## config.mk

```make
export PLATFORM = sky130hd
export DESIGN_NAME = nor_seq
export DESIGN_NICKNAME = d
export VERILOG_FILES = /design/src/rtl/nor_seq_pkg.sv /design/src/rtl/nor_tim_sel.sv /design/src/rtl/nor_phase_fsm.sv /design/src/rtl/nor_seq.sv
export SDC_FILE = /design/constraint.sdc
export NUM_CORES = 1
export LEC_CHECK = 0
export BUFFER_PORTS_ARGS = -buffer_cell sky130_fd_sc_hd__buf_2
export CAP_MARGIN = 20
export CORE_UTILIZATION = 30
export CTS_CLUSTER_SIZE = 16
export DETAILED_ROUTE_END_ITERATION = 12
export PLACE_DENSITY = 0.61
export SYNTH_ARGS = -nofsm -noshare
export SYNTH_HDL_FRONTEND = slang
export SYNTH_SLANG_ARGS = --single-unit
```

## constraint.sdc

```tcl
create_clock -name clk -period 3.2 [get_ports clk]
set_input_delay 0.16 -clock clk [delete_from_list [all_inputs] [get_ports clk]]
set_output_delay 0.16 -clock clk [all_outputs]
set_load 0.05 [all_outputs]
```

## src/rtl/nor_seq_pkg.sv

```systemverilog
package nor_seq_pkg;
  typedef enum logic [1:0] {
    ST_IDLE  = 2'd0,
    ST_SETUP = 2'd1,
    ST_DATA  = 2'd2,
    ST_GAP   = 2'd3
  } seq_state_e;
endpackage

```

## src/rtl/nor_tim_sel.sv

```systemverilog
// Picks the timing set for the incoming request and clamps the data phase.
module nor_tim_sel #(
  parameter int SET_W  = 4,
  parameter int DST_W  = 8,
  parameter int TURN_W = 4
) (
  input  logic              ext_mode,
  input  logic              is_write,
  input  logic [SET_W-1:0]  rd_setup,
  input  logic [DST_W-1:0]  rd_dlen,
  input  logic [TURN_W-1:0] rd_turn,
  input  logic [SET_W-1:0]  wr_setup,
  input  logic [DST_W-1:0]  wr_dlen,
  input  logic [TURN_W-1:0] wr_turn,
  output logic [SET_W-1:0]  sel_setup,
  output logic [DST_W-1:0]  sel_dlen,
  output logic [TURN_W-1:0] sel_turn
);
  logic             use_wr;
  logic [DST_W-1:0] raw_dlen;

  always_comb begin
    use_wr    = ext_mode && is_write;
    sel_setup = use_wr ? wr_setup : rd_setup;
    raw_dlen  = use_wr ? wr_dlen  : rd_dlen;
    sel_turn  = use_wr ? wr_turn  : rd_turn;
    sel_dlen  = (raw_dlen == '0) ? DST_W'(1) : raw_dlen;
  end
endmodule

```

## src/rtl/nor_phase_fsm.sv

```systemverilog
// Phase sequencer: setup, data, turnaround, with a shared down-counter.
module nor_phase_fsm
  import nor_seq_pkg::*;
#(
  parameter int SET_W  = 4,
  parameter int DST_W  = 8,
  parameter int TURN_W = 4
) (
  input  logic              clk,
  input  logic              rst,
  input  logic              start,
  input  logic [SET_W-1:0]  setup,
  input  logic [DST_W-1:0]  dlen,
  input  logic [TURN_W-1:0] turn,
  output seq_state_e        state,
  output seq_state_e        nxt_state,
  output logic              last_data
);
  localparam int W_ST  = (SET_W > TURN_W) ? SET_W : TURN_W;
  localparam int CNT_W = (DST_W > W_ST) ? DST_W : W_ST;
  localparam logic [CNT_W-1:0] ONE = CNT_W'(1);
  localparam logic [CNT_W-1:0] TWO = CNT_W'(2);

  logic [CNT_W-1:0]  cnt, cnt_nxt;
  logic [DST_W-1:0]  dlen_q;
  logic [TURN_W-1:0] turn_q;

  assign last_data = (state == ST_DATA) && (cnt == '0);

  always_comb begin
    nxt_state = state;
    cnt_nxt   = cnt;
    case (state)
      ST_IDLE: begin
        if (start) begin
          if (setup != '0) begin
            nxt_state = ST_SETUP;
            cnt_nxt   = CNT_W'(setup) - ONE;
          end else begin
            nxt_state = ST_DATA;
            cnt_nxt   = CNT_W'(dlen) - ONE;
          end
        end
      end
      ST_SETUP: begin
        if (cnt == '0) begin
          nxt_state = ST_DATA;
          cnt_nxt   = CNT_W'(dlen_q) - ONE;
        end else begin
          cnt_nxt = cnt - ONE;
        end
      end
      ST_DATA: begin
        if (cnt == '0) begin
          if (turn_q > TURN_W'(1)) begin
            nxt_state = ST_GAP;
            cnt_nxt   = CNT_W'(turn_q) - TWO;
          end else begin
            nxt_state = ST_IDLE;
          end
        end else begin
          cnt_nxt = cnt - ONE;
        end
      end
      default: begin
        if (cnt == '0) nxt_state = ST_IDLE;
        else           cnt_nxt   = cnt - ONE;
      end
    endcase
  end

  always_ff @(posedge clk) begin
    if (rst) begin
      state  <= ST_IDLE;
      cnt    <= '0;
      dlen_q <= '0;
      turn_q <= '0;
    end else begin
      state <= nxt_state;
      cnt   <= cnt_nxt;
      if (start && state == ST_IDLE) begin
        dlen_q <= dlen;
        turn_q <= turn;
      end
    end
  end
endmodule

```

## src/rtl/nor_seq.sv

```systemverilog
// Top: host handshake, registered memory-side strobes and data path.
module nor_seq
  import nor_seq_pkg::*;
#(
  parameter int ADDR_W = 16,
  parameter int DATA_W = 16,
  parameter int SET_W  = 4,
  parameter int DST_W  = 8,
  parameter int TURN_W = 4
) (
  input  logic              clk,
  input  logic              rst,
  input  logic              bank_en,
  input  logic              ext_mode,
  input  logic [SET_W-1:0]  rd_setup,
  input  logic [DST_W-1:0]  rd_dlen,
  input  logic [TURN_W-1:0] rd_turn,
  input  logic [SET_W-1:0]  wr_setup,
  input  logic [DST_W-1:0]  wr_dlen,
  input  logic [TURN_W-1:0] wr_turn,
  input  logic              req,
  input  logic              we,
  input  logic [ADDR_W-1:0] addr,
  input  logic [DATA_W-1:0] wdata,
  output logic              busy,
  output logic              done,
  output logic [DATA_W-1:0] rdata,
  output logic              mem_cs_n,
  output logic              mem_oe_n,
  output logic              mem_we_n,
  output logic [ADDR_W-1:0] mem_addr,
  output logic [DATA_W-1:0] mem_dout,
  output logic              mem_dout_en,
  input  logic [DATA_W-1:0] mem_din
);
  logic [SET_W-1:0]  sel_setup;
  logic [DST_W-1:0]  sel_dlen;
  logic [TURN_W-1:0] sel_turn;
  seq_state_e        state, nxt_state;
  logic              last_data;
  logic              start, wr_q, wr_nxt, acc_nxt;

  assign start   = req && bank_en && (state == ST_IDLE);
  assign wr_nxt  = start ? we : wr_q;
  assign acc_nxt = (nxt_state == ST_SETUP) || (nxt_state == ST_DATA);

  nor_tim_sel #(.SET_W(SET_W), .DST_W(DST_W), .TURN_W(TURN_W)) u_sel (
    .ext_mode (ext_mode),
    .is_write (we),
    .rd_setup (rd_setup),
    .rd_dlen  (rd_dlen),
    .rd_turn  (rd_turn),
    .wr_setup (wr_setup),
    .wr_dlen  (wr_dlen),
    .wr_turn  (wr_turn),
    .sel_setup(sel_setup),
    .sel_dlen (sel_dlen),
    .sel_turn (sel_turn)
  );

  nor_phase_fsm #(.SET_W(SET_W), .DST_W(DST_W), .TURN_W(TURN_W)) u_fsm (
    .clk      (clk),
    .rst      (rst),
    .start    (start),
    .setup    (sel_setup),
    .dlen     (sel_dlen),
    .turn     (sel_turn),
    .state    (state),
    .nxt_state(nxt_state),
    .last_data(last_data)
  );

  always_ff @(posedge clk) begin
    if (rst) begin
      wr_q        <= 1'b0;
      busy        <= 1'b0;
      done        <= 1'b0;
      rdata       <= '0;
      mem_cs_n    <= 1'b1;
      mem_oe_n    <= 1'b1;
      mem_we_n    <= 1'b1;
      mem_addr    <= '0;
      mem_dout    <= '0;
      mem_dout_en <= 1'b0;
    end else begin
      wr_q        <= wr_nxt;
      busy        <= (nxt_state != ST_IDLE);
      done        <= last_data;
      mem_cs_n    <= !acc_nxt;
      mem_oe_n    <= !(acc_nxt && !wr_nxt);
      mem_we_n    <= !((nxt_state == ST_DATA) && wr_nxt);
      mem_dout_en <= acc_nxt && wr_nxt;
      if (start) begin
        mem_addr <= addr;
        mem_dout <= wdata;
      end
      if (last_data && !wr_q) rdata <= mem_din;
    end
  end
endmodule

```

; Word level (Yosys, flattened, before mapping)
; Cells that the tools add are included.
[word_totals]
inputBits = 86
ff_bits = 77
wordCells = 67
[op_classes]
add_sub_neg = 5
n_eq_ne = 7
muxes = 19
reduce_logical = 21
magnitude_cmp = 1
[ops]
columns = operator, count
row1 = two-way mux 8 bit, 8
row2 = one-hot mux 8 bit (3 select lines), 1
row3 = subtractor 8 x 1 -> 8 bit (second input constant), 3
row4 = logical NOT 8 bit, 2
row5 = two-way mux 2 bit, 6
row6 = logical AND 1 bit, 9
row7 = two-way mux 4 bit, 2
row8 = one-hot mux 2 bit (3 select lines), 1
row9 = logical NOT 1 bit, 5
row10 = subtractor 4 x 1 -> 5 bit (second input constant), 1
row11 = subtractor 4 x 2 -> 5 bit (second input constant), 1
row12 = equality test 2 x 1 -> 1 bit (second input constant), 2
row13 = equality test 2 bit (second input constant), 2
row14 = greater-than comparator 4 x 1 -> 1 bit (second input constant), 1
row15 = inequality test 4 x 3 -> 1 bit (second input constant), 1
row16 = nonzero test 4 bit, 1
row17 = inequality test 3 bit (second input constant), 1
row18 = AND reduction 3 bit, 1
row19 = logical NOT 2 bit, 1
row20 = inequality test 2 bit (second input constant), 1
row21 = nonzero test 2 bit, 1
row22 = logical OR 1 bit, 1
row23 = two-way mux 1 bit, 1

; Logic depth before layout (Yosys ltp)
[logic_depth]
depth_word = 10
depth_mapped = 12

; Modules after synthesis
; Synthesis repeated with hierarchy kept, for this count alone.
[unflattened]
cells_unflattened = 484
area_unflattened_um2 = 3842.4
[by_module_without_submodules]
columns = mod, seq_area_each_um2, area_per_inst_um2, cells_each, instances
row1 = nor_seq, 1101.1, 1909.3, 232, 1
row2 = nor_phase_fsm, 440.4, 1686.6, 227, 1
row3 = nor_tim_sel, 0.0, 246.5, 25, 1

; Worst setup path before layout
; OpenSTA, ideal clock, no wires.
[synth_timing]
path_kind = register to register
start = register u_fsm.cnt[0]
end = register mem_oe_n
t_arrival_ns = 2.236
path_buffers = 1
stages_incl_launch_ff = 10
path_slack_ns = 0.842
setup_time_ns = 0.122
synth_period_minus_slack_ns = 2.358
path_cell_list = dfxtp_1 inv_1 ha_1 or4b_1 buf_2 nor4_1 a221oi_1 ha_1 nand2b_1 nand2b_1
[synth_between]
elab_chain_cells = 7
elab_cells_between_ends = 10
classes_between = 2 x eq/ne / 4 x mux / 4 x reduce/logical
[synth_lines]
columns = item, line
row1 = "start, declared", nor_phase_fsm.sv:24  ; logic [CNT_W-1:0] cnt, cnt_nxt;
row2 = "start signal, assigned", nor_phase_fsm.sv:80  ; cnt <= cnt_nxt;
row3 = logical NOT 8 bit (*), "nor_phase_fsm.sv:46, nor_phase_fsm.sv:54, nor_phase_fsm.sv:66"
row4 = "two-way mux 2 bit, on equally long branches", "nor_phase_fsm.sv:66, nor_phase_fsm.sv:46, nor_phase_fsm.sv:54"
row5 = one-hot mux 2 bit (3 select lines) (*), nor_phase_fsm.sv:33  ; case (state)
row6 = equality test 2 x 1 -> 1 bit or equality test 2 bit (tied branches), nor_seq.sv:45  ; assign acc_nxt = (nxt_state == ST_SETUP) || (nxt_state == ST_DATA);
row7 = logical OR 1 bit (*), nor_seq.sv:45
row8 = logical AND 1 bit (*), nor_seq.sv:90  ; mem_oe_n <= !(acc_nxt && !wr_nxt);
row9 = logical NOT 1 bit (*), nor_seq.sv:90
row10 = "end signal, assigned", nor_seq.sv:90
row11 = "end, declared", nor_seq.sv:29  ; output logic mem_oe_n,
; Every way passes the cells marked *; elsewhere a longest branch is shown, timed or not.
; A chain may end at the register's enable or synchronous reset.

; Worst setup path in the final report
; Same ends and word-level chain as after synthesis.

==> impl_metrics.yaml <==
outcome:
  status: "completed"
pwr:
  p_clk_frac: 0.322
  switchingPower_uw: 1020
  power.ir.vdd_worst_v: 0.000364
  power_leakage_uw: 0.00214
  power.share.switching: 0.346
  power.internal_uw: 1930
  comb_power_share: 0.301
  seq_power_share: 0.377
  power-per-cell-area_nw_per_um2: 604
route:
  routed_wl_um: 10900
  met3WireLength_um: 808
  highest_layer: "met4"
  drtPass1Iterations: 5
  num_vias: 3784
  detailedRoute.firstIterationViolations: 239
  ant_nets: 0
  routed_wire_length_per_instance_um: 14.3
  wl_met2_um: 5450
  vias_per_cell: 4.98
  drc_errors: 0
  wl_met1_um: 4470
sta:
  timing.clock.skew_ns: 0.00586
  period_minus_slack_ns: 2.75
  report.final.slew_viol_count: 0
  slew_worst_pin_ns: 0.857
  final.setup.worst_slack_ns: 0.448
  finalSetupViolations: 0
  finalSetupTns_ns: 0
  worst_slew_margin_rel: 0.429
  grt_setup_unrepaired: "false"
  fmax_mhz: 363
  fin_hold_ws_ns: 0.0631
  hold_viol_final: 0
  final.period_utilization: 0.860
placement:
  dp.final_hpwl_um: 8240
  placement.setup.worst_slack_ns: 0.453
  gp_congestion: 0.924
  detailed_place.area_um2: 4620
  port_buffers: 139
clock_network:
  cts_tree: "yes"
  clkLatencyLatePin_ns: 0.33
  clock_sink_count: 77
  cts.reportedPaths.clkPinSlew_ns: 0.05
  post_cts_buffers: 0
  tritoncts.num_buffers: 9
  hold_fix_buffers_cts: 0
  clk_root_buffer_cell: "clkbuf_16"
  cts_buffer_depth: 2
  clock_tree.htree_level_count: 3
  number_of_resized_instances_in_the_post_cts_repair_step: 0
logic_synthesis:
  yosysTopAreaCell: "dfxtp_1"
  combinational_family_with_the_most_area_after_synthesis: "simple AND/OR/NAND/NOR gates"
  ys_dominant_reg_cell: "dfxtp_1"
  yosys-mux-area-fraction: 0.0885
  synth_top_cells_by_area: "dfxtp_1 (41%), nand2_1 (8.4%), mux2i_1 (8.2%)"
  syn-num-nets: 558
  synth_edf_count: 0
  synthSimpleGateAreaFrac: 0.218
  synth_seq_area_share: 0.406
  synth_xor_area_frac: 0.0300
  ys_ff_latch: 77
  synth_area_um2: 3800
  synth.yosys.warnings: 0
  synthCells: 465
  synth-compound-area-share: 0.188
  postSynth.asyncResetShare: 0
  netlist-cell-type-count: 56
  synthAdderAreaFrac: 0.0230
  synth_top_area_frac: 0.406
  post_synth.cell_area_avg_um2: 8.17
layout:
  finalCoreUtilization: 0.402
  insertedDiodeCount: 0
  fraction_of_layout_instances_using_a_drive_strength_above_1: 0.291
  layout.nets: 683
  most-common-layout-cells: "buf_2 (139), nand2_1 (85), dfxtp_1 (77)"
  stdcell_area_um2: 4890
  synthToLayoutAreaGrowth_pct: 28.6
  mostFrequentLayoutCell: "buf_2"
  fillCellCount: 1255
critical_path:
  critical_path.cell_chain: "inv_1 > ha_1 > or4b_1 > nor4_1 > a221oi_1 > ha_1 > nand2b_1 > nand2b_1"
  timing_worst_setup_path_type: "register to register"
  critical-path-top-delay-family: "simple AND/OR/NAND/NOR gates"
  worstSetupPathDepth: 8
  timing.critical_path.to_type: "register"
  slowest_stage: "or4b_1"
  worst-r2r-setup-slack_ns: 0.45
  worstRegToRegCells: 8
  cp.arrival_ns: 2.96
  cp_max_fanout: 8
  timing.critical_path.required_ns: 3.41
  worstSetupStartpointType: "register"
  slowest_delay_ns: 0.63
  buf_inv_stages_crit_path: 1
worst_hold_path:
  worst_hold_path_type: "primary input to register"
  timing.hold.worst_path_depth: 3
global_route:
  via_count_of_the_first_global_routing_pass: 3671
  grt_max_degree: 56
  grt_usage: 0.172
  antenna_found_initial: 0
  grt_overflow: 0
  global_route_wire_length_before_repair_um: 17700
floorplanning:
  floorplan.die.width_um: 115
  io_pins: 140
  start_util: 0.313
  floorplan.die_area_um2: 13100
  floorplan.core_area_um2: 12200
  die_h_um: 115
  placement_rows: 40
flow_run:
  max_cap_viols: 0
[routing by layer]
metal	vias up	track usage
met1	1748	0.200
met3	20	0.0588
li1	1885	-
met4	0	0.0502
met2	131	0.299
met5	-	0
[synth_stat cells (3+ instances only)]
| library cell | n |
|---|---|
| ha_1 | 7 |
| nand3_1 | 10 |
| a211oi_1 | 15 |
| dfxtp_1 | 77 |
| a311oi_1 | 4 |
| xnor2_1 | 6 |
| inv_1 | 11 |
| xor2_1 | 7 |
| nand2_1 | 85 |
| nor3_1 | 13 |
| buf_2 | 4 |
| nand2b_1 | 4 |
| or3_1 | 5 |
| clkbuf_1 | 22 |
| o21ai_1 | 3 |
| o21ai_0 | 9 |
| nor4bb_1 | 3 |
| a221oi_1 | 3 |
| mux2i_1 | 31 |
| nor2_1 | 54 |
| a21oi_1 | 45 |
[sequential cells by signal, summed over array words and instances, names as in the netlist]
name / count
mem_dout: 16
wr_q: 1
done: 1
u_fsm.state: 2
busy: 1
mem_addr: 16
mem_dout_en: 1
mem_cs_n: 1
rdata: 16
u_fsm.dlen_q: 8
mem_oe_n: 1
u_fsm.cnt: 8
u_fsm.turn_q: 4
mem_we_n: 1
[worst paths after layout]
path                 from          end
max          u_fsm.cnt[0]     mem_oe_n
min              wdata[4]  mem_dout[4]
max reg2reg  u_fsm.cnt[0]     mem_oe_n
min reg2reg   mem_addr[0]  mem_addr[0]
[power groups by stage]
stage / registers, uW / clock network [uW] / logic (uW)
final: 1110 / 951 / 888
after global routing: 1130 / 1020 / 982
after CTS: 1110 / 980 / 886
after detailed placement: 1130 / 0 / 882
after global placement: 1130 / 0 / 875
after floorplan: 1250 / 0 / 533
[worst min-delay path, delay by kind of cell]
kind                   cells  cell delay (ns)
AO/OA/AOI/OAI              1             0.05
buffers and inverters      1             0.09
AND/OR/NAND/NOR            1             0.04
[cell type report]
| type | count | area, um^2 | area share |
|---|---|---|---|
| clock buffers | 10 | 229 | 0.0468 |
| clock inverters | 3 | 40.0 | 0.00819 |
| inverters | 12 | 45.0 | 0.00921 |
| multi-input cells | 346 | 2090 | 0.427 |
| flip-flops and latches | 77 | 1540 | 0.315 |
| well taps | 168 | 210 | 0.0430 |
| repair buffers | 144 | 733 | 0.150 |
[logic make-up (layout without fill, tap and decap cells)]
group | count (synthesis) | count (layout)
xor+xnor | 13 | 13
fa+ha+maj | 7 | 7
buf+inv | 42 | 169
flops | 77 | 77
simple gates | 187 | 187
compound gates | 106 | 106
mux | 33 | 33
[stage by stage]
| stage | total power (uW) | cells |
|---|---|---|
| floorplan | 1780 | 465 |
| global placement | 2000 | 747 |
| detailed placement | 2010 | 747 |
| CTS | 2980 | 760 |
| global route | 3130 | 760 |
| finish | 2950 | 760 |
No activity file was read; power rests on OpenSTA's default activity.
